==> config.mk <==
export PLATFORM = sky130hd
export DESIGN_NAME = crc_dual_ctx
export DESIGN_NICKNAME = d
export VERILOG_FILES = /design/src/rtl/crc_pkg.sv /design/src/rtl/crc_step.sv /design/src/rtl/crc_outfmt.sv /design/src/rtl/crc_context.sv /design/src/rtl/crc_dual_ctx.sv
export SDC_FILE = /design/constraint.sdc
export NUM_CORES = 1
export LEC_CHECK = 0
export BUFFER_PORTS_ARGS = -buffer_cell sky130_fd_sc_hd__buf_2
export CAP_MARGIN = 15
export CELL_PAD_IN_SITES_DETAIL_PLACEMENT = 1
export CELL_PAD_IN_SITES_GLOBAL_PLACEMENT = 1
export CORE_MARGIN = 2
export CORE_UTILIZATION = 52
export DETAILED_ROUTE_END_ITERATION = 8
export GPL_TIMING_DRIVEN = 1
export MAX_ROUTING_LAYER = met4
export PLACE_DENSITY_LB_ADDON = 0.08
export SLEW_MARGIN = 20
export SYNTH_ARGS = -nofsm -noshare
export SYNTH_HDL_FRONTEND = slang
export SYNTH_HIERARCHICAL = 1
export SYNTH_SLANG_ARGS = --single-unit
==> constraint.sdc <==
create_clock -name clk -period 4.6 [get_ports clk]
set_input_delay 0 -clock clk [delete_from_list [all_inputs] [get_ports clk]]
set_output_delay 0 -clock clk [all_outputs]
set_load 0.01 [all_outputs]
==> src/rtl/crc_pkg.sv <==
package crc_pkg;
  localparam int unsigned WORD_W = 32;
  localparam logic [31:0] POLY_32 = 32'h04C1_1DB7;
  localparam logic [15:0] POLY_16 = 16'h1021;

  typedef enum logic [1:0] {
    SEL_CFG  = 2'd0,
    SEL_IN   = 2'd1,
    SEL_STAT = 2'd2,
    SEL_OUT  = 2'd3
  } reg_sel_e;

  typedef struct packed {
    logic wide;   // 1: 32-bit polynomial, 0: 16-bit CCITT
    logic swap;   // bit-reverse output
    logic inv;    // complement output
  } crc_cfg_t;
endpackage

==> src/rtl/crc_step.sv <==
module crc_step
  import crc_pkg::*;
#(
  parameter int unsigned DATA_W = 32
) (
  input  logic [31:0]       state,
  input  logic [DATA_W-1:0] data,
  input  logic              wide,
  output logic [31:0]       next
);
  logic [31:0] s32 [DATA_W+1];
  logic [15:0] s16 [DATA_W+1];

  assign s32[0] = state;
  assign s16[0] = state[15:0];

  for (genvar i = 0; i < DATA_W; i++) begin : g_bit
    logic fb32, fb16;
    assign fb32 = s32[i][31] ^ data[DATA_W-1-i];
    assign fb16 = s16[i][15] ^ data[DATA_W-1-i];
    assign s32[i+1] = {s32[i][30:0], 1'b0} ^ ({32{fb32}} & POLY_32);
    assign s16[i+1] = {s16[i][14:0], 1'b0} ^ ({16{fb16}} & POLY_16);
  end

  assign next = wide ? s32[DATA_W] : {16'h0000, s16[DATA_W]};
endmodule

==> src/rtl/crc_outfmt.sv <==
module crc_outfmt
  import crc_pkg::*;
(
  input  logic [31:0] raw,
  input  crc_cfg_t    cfg,
  output logic [31:0] view,
  output logic [31:0] post
);
  logic [31:0] rev32;
  logic [15:0] rev16;
  logic [31:0] swapped;

  for (genvar i = 0; i < 32; i++) begin : g_rev32
    assign rev32[i] = raw[31-i];
  end
  for (genvar j = 0; j < 16; j++) begin : g_rev16
    assign rev16[j] = raw[15-j];
  end

  always_comb begin
    view = cfg.wide ? raw : {16'h0000, raw[15:0]};
    if (cfg.swap)
      swapped = cfg.wide ? rev32 : {16'h0000, rev16};
    else
      swapped = view;
    if (cfg.inv)
      post = swapped ^ (cfg.wide ? 32'hFFFF_FFFF : 32'h0000_FFFF);
    else
      post = swapped;
  end
endmodule

==> src/rtl/crc_context.sv <==
module crc_context
  import crc_pkg::*;
(
  input  logic        clk,
  input  logic        rst,
  input  logic        cfg_we,
  input  logic        in_we,
  input  logic        stat_we,
  input  logic [31:0] wdata,
  output crc_cfg_t    cfg_q,
  output logic [31:0] stat_val,
  output logic [31:0] out_val
);
  logic [31:0] crc_q;
  logic        phase_q;
  logic [31:0] crc_nx;

  crc_step #(.DATA_W(WORD_W)) u_step (
    .state (crc_q),
    .data  (wdata),
    .wide  (cfg_q.wide),
    .next  (crc_nx)
  );

  crc_outfmt u_fmt (
    .raw  (crc_q),
    .cfg  (cfg_q),
    .view (stat_val),
    .post (out_val)
  );

  always_ff @(posedge clk) begin
    if (rst) begin
      crc_q   <= '0;
      cfg_q   <= '0;
      phase_q <= 1'b1;
    end else begin
      if (stat_we) begin
        crc_q   <= wdata;
        phase_q <= 1'b1;
      end else if (in_we) begin
        crc_q   <= crc_nx;
        phase_q <= 1'b0;
      end
      if (cfg_we && phase_q)
        cfg_q <= crc_cfg_t'(wdata[2:0]);
    end
  end

  // configuration is frozen outside the configuration phase
  a_r4_cfg_locked: assert property (@(posedge clk) disable iff (rst)
    (cfg_we && !phase_q) |=> $stable(cfg_q));

  // first input write closes the phase
  a_r4_phase_closes: assert property (@(posedge clk) disable iff (rst)
    (in_we && !stat_we) |=> !phase_q);

  // a seed write opens the phase and is visible on status
  a_r5_seed_loaded: assert property (@(posedge clk) disable iff (rst)
    stat_we |=> (phase_q && crc_q == $past(wdata)));

  // CCITT mode keeps the upper half of status and output clear
  a_r8_upper_clear: assert property (@(posedge clk) disable iff (rst)
    !cfg_q.wide |-> (stat_val[31:16] == 16'h0 && out_val[31:16] == 16'h0));

  // a context with no write strobe keeps all of its state
  a_r9_isolated: assert property (@(posedge clk) disable iff (rst)
    !(cfg_we || in_we || stat_we) |=> ($stable(crc_q) && $stable(cfg_q) && $stable(phase_q)));
endmodule

==> src/rtl/crc_dual_ctx.sv <==
module crc_dual_ctx
  import crc_pkg::*;
#(
  parameter int unsigned ADDR_W = 14,
  parameter int unsigned NCTX   = 2
) (
  input  logic              clk,
  input  logic              rst,
  input  logic [ADDR_W-1:0] bus_addr,
  input  logic              bus_wr,
  input  logic [31:0]       bus_wdata,
  output logic [31:0]       bus_rdata
);
  localparam int unsigned CTX_W    = (NCTX > 1) ? $clog2(NCTX) : 1;
  localparam int unsigned SPAN_LSB = 4;

  logic             in_range;
  logic [CTX_W-1:0] ctx_sel;
  reg_sel_e         reg_sel;
  logic [31:0]      rd_mux;
  logic             unused_lowbits;

  crc_cfg_t    cfg_v  [NCTX];
  logic [31:0] stat_v [NCTX];
  logic [31:0] out_v  [NCTX];

  assign in_range       = bus_addr < ADDR_W'(NCTX * 16);
  assign ctx_sel        = bus_addr[SPAN_LSB +: CTX_W];
  assign reg_sel        = reg_sel_e'(bus_addr[3:2]);
  assign unused_lowbits = ^bus_addr[1:0];

  for (genvar k = 0; k < NCTX; k++) begin : g_ctx
    logic hit;
    assign hit = bus_wr && in_range && (ctx_sel == CTX_W'(k));
    crc_context u_ctx (
      .clk      (clk),
      .rst      (rst),
      .cfg_we   (hit && reg_sel == SEL_CFG),
      .in_we    (hit && reg_sel == SEL_IN),
      .stat_we  (hit && reg_sel == SEL_STAT),
      .wdata    (bus_wdata),
      .cfg_q    (cfg_v[k]),
      .stat_val (stat_v[k]),
      .out_val  (out_v[k])
    );
  end

  always_comb begin
    rd_mux = '0;
    if (in_range) begin
      unique case (reg_sel)
        SEL_CFG:  rd_mux = {29'h0, cfg_v[ctx_sel]};
        SEL_IN:   rd_mux = '0;
        SEL_STAT: rd_mux = stat_v[ctx_sel];
        SEL_OUT:  rd_mux = out_v[ctx_sel];
      endcase
    end
  end

  always_ff @(posedge clk) begin
    if (rst) bus_rdata <= '0;
    else     bus_rdata <= rd_mux;
  end

  // reserved offsets read as zero on the following cycle
  a_r10_reserved_zero: assert property (@(posedge clk) disable iff (rst)
    !in_range |=> bus_rdata == 32'h0);

  // configuration reads never show reserved bits
  a_r3_cfg_upper_zero: assert property (@(posedge clk) disable iff (rst)
    (in_range && reg_sel == SEL_CFG) |=> bus_rdata[31:3] == 29'h0);

  // the input register reads zero
  a_r2_input_reads_zero: assert property (@(posedge clk) disable iff (rst)
    (in_range && reg_sel == SEL_IN) |=> bus_rdata == 32'h0);
endmodule

==> impl_metrics.json <==
{
  "status": "finished, final reports clean",
  "gp_congestion": 0.983,
  "cts_num_sinks": 104,
  "power_uw": 16000,
  "crit_type": "reg2reg",
  "yosysWarningCount": 6,
  "max_clock_freq_mhz": 228,
  "start_util_pct": 53.0,
  "nNetsFinal": 1687,
  "cp_slowest_stage_delay_ns": 0.57,
  "cp.arrival_ns": 4.61,
  "die_y_um": 187,
  "fin_skew_ns": 0.0115,
  "rows": 66,
  "drt_iter0_markers": 711,
  "gr-usage-all-layers_pct": 33.7,
  "antenna_found_initial": 1,
  "coreArea_mm2": 0.0327,
  "postPlaceCellArea_mm2": 0.0179,
  "yosysTopAreaCellShare_pct": 19.0,
  "drt-pass1-iter-count": 5,
  "static-leakage-power_uw": 0.00762,
  "ff_latch_area_mm2": 0.00209,
  "grt_max_degree": 60,
  "cp_num_buf_inv": 0,
  "fillCellCount": 3559,
  "fin_area_mm2": 0.0183,
  "ctsLongestPathBuffers": 2,
  "clk_pin_slew_worst_paths_ns": 0.08,
  "ys_async_sr_fraction_pct": 0,
  "syn_nets": 1633,
  "portBuffers": 78,
  "grt_pass1_wl_mm": 83.4,
  "synth_area_leader_cell": "xnor3_1",
  "htreeDepth": 3,
  "hpwlAfterDp_mm": 44.0,
  "synth_edf_count": 0,
  "rsz0062_at_grt": "no",
  "holdBufCountCts": 3,
  "peakVddDrop_uv": 710,
  "ys.flop_type": "dfxtp_1",
  "worst_setup_path_end_kind": "flip-flop",
  "grt_pass1_vias": 12300,
  "grt_overflow": 0,
  "path_cells": "xnor2_1 -> xnor3_1 -> xnor2_1 -> xnor3_1 -> xnor3_1 -> xnor3_1 -> xnor3_1 -> mux2_2 -> mux2i_1 -> a211oi_2",
  "crit_slowest_cell": "xnor3_1",
  "hold_viol": 0,
  "drive_gt1_share_pct": 20.9,
  "worstSkewPairLatency_ns": 0.39,
  "drv_slew": 0,
  "powerDensity_mw_per_mm2": 874,
  "viasPerCell": 5.74,
  "area_growth_pct": 5.48,
  "cap_violations": 0,
  "tightestPinTransition_ns": 1.13,
  "cts_resized": 0,
  "finalCriticalPeriod_ns": 4.39,
  "ys_types": 48,
  "routed_wirelength_mm": 56.9,
  "synth-seq-cells": 104,
  "syn_inst": 1584,
  "syn_avg_cell_area_um2": 10.9,
  "cp.required_ns": 4.82,
  "routed-via-count": 12000,
  "multi_input_comb_area_mm2": 0.0143,
  "finalSetupViolations": 0,
  "setup_tns_ns": 0,
  "timing.slew.headroom_pct": 24.4,
  "ys_seq_area_share_pct": 12.0,
  "cts-root-buf": "clkbuf_16",
  "r2r_setup_slack_ns": 0.21,
  "ios": 81,
  "dieArea_mm2": 0.0348,
  "crit_fanout": 5,
  "cts_buffers": 9,
  "drc": 0,
  "ant_nets": 0,
  "cpMostUsedCell": "xnor3_1",
  "die_w_um": 187,
  "worstSetupStartpointType": "flip-flop",
  "period_share_pct": 95.3,
  "syn_area_mm2": 0.0173,
  "holdCritPathClass": "in2reg",
  "post_cts_buffers": 0,
  "synth_area_leaders": "xnor3_1 19%, xnor2_1 19%, dfxtp_1 12%",
  "wl_per_cell_um": 27.3,
  "cts_tree": "yes",
  "cp_top_family": "XOR/XNOR gates"
}
[worst reg2reg max path, stage by stage (launching register included)]
cell,delay (ns)
dfxtp_1,0.37
xnor2_1,0.56
xnor3_1,0.58
xnor2_1,0.42
xnor3_1,0.49
xnor3_1,0.57
xnor3_1,0.48
xnor3_1,0.17
mux2_2,0.27
mux2i_1,0.20
a211oi_2,0.10
[cells by family (layout without fill, tap and decap cells)]
group,Yosys count,in the layout,synth area share (%)
xor+xnor,726,726,52.8
simple gates,263,263,8.81
mux,214,214,12.5
compound gates,155,155,8.17
buf+inv,122,180,5.69
flops,104,104,12.0
other cells,0,1,0
[cell usage in the layout, fill, tap and decap left out, types with 17 or more instances in the layout]
master    count
xnor2_1     374
mux2i_1     203
xnor3_1     146
xor2_1      142
and2_1      122
dfxtp_1      98
buf_4        82
buf_2        76
nor2b_1      67
a211oi_2     58
nor2_1       45
o22ai_1      30
a21oi_2      30
xnor2_2      22
a21oi_1      17
[through the flow]
step	instances	setup WS, ns	util, %	hold WS (ns)
after global routing	2085	0.0931	55.9	0.0313
after floorplan	1584	0.870	-	0.162
after CTS	2084	0.241	55.9	0.0145
after global placement	2066	0.352	54.9	0.303
final	2085	0.215	55.9	0.0150
after detailed placement	2066	0.280	54.9	0.307
[cell usage after synthesis, types with 30 or more instances]
cell type,count
buf_4,36
a211oi_2,58
dfxtp_1,104
xnor3_1,146
xnor2_1,374
xor2_1,142
and2_1,122
nor2b_1,67
o22ai_1,30
a21oi_2,30
mux2i_1,203
nor2_1,48
[final cells by class]
cell class | instances | area share (%)
repair buffers | 161 | 5.61
clock inverters | 6 | 0.499
diodes | 1 | 0.0137
multi-input cells | 1358 | 78.1
flip-flops and latches | 104 | 11.4
well taps | 442 | 3.02
inverters | 4 | 0.0821
clock buffers | 9 | 1.23
[flip-flops by register name (all words and copies together), names as in the netlist]
| name | flops |
|---|---|
| g_ctx.u_ctx/crc_q | 64 |
| g_ctx.u_ctx/cfg_q | 6 |
| bus_rdata | 32 |
| g_ctx.u_ctx/phase_q | 2 |
[routing by layer]
metal	vias to the layer above	wire, µm	track usage (%)
met5	-	0	-
met4	0	1850	10.8
met3	87	4130	8.05
met2	355	26400	52.7
met1	6091	24500	43.1
li1	5443	-	-
[path summary, 6_finish.rpt]
path / startpoint / to / cells past startpoint
setup / recovery: g_ctx[0].u_ctx/crc_q[26] / g_ctx[0].u_ctx/crc_q[8] / 10
hold / removal: bus_wdata[24] / g_ctx[1].u_ctx/crc_q[24] / 3
setup reg to reg: g_ctx[0].u_ctx/crc_q[26] / g_ctx[0].u_ctx/crc_q[8] / 10
hold reg to reg: g_ctx[1].u_ctx/phase_q / g_ctx[1].u_ctx/cfg_q[2] / 2
[power by group]
group / switching [µW] / total, µW / internal (µW) / leakage, µW
clock network: 411 / 890 / 478 / 0.000156
logic: 6470 / 14200 / 7730 / 0.00662
registers: 0.663 / 900 / 899 / 0.000840
No activity file was read; power rests on OpenSTA's default activity.
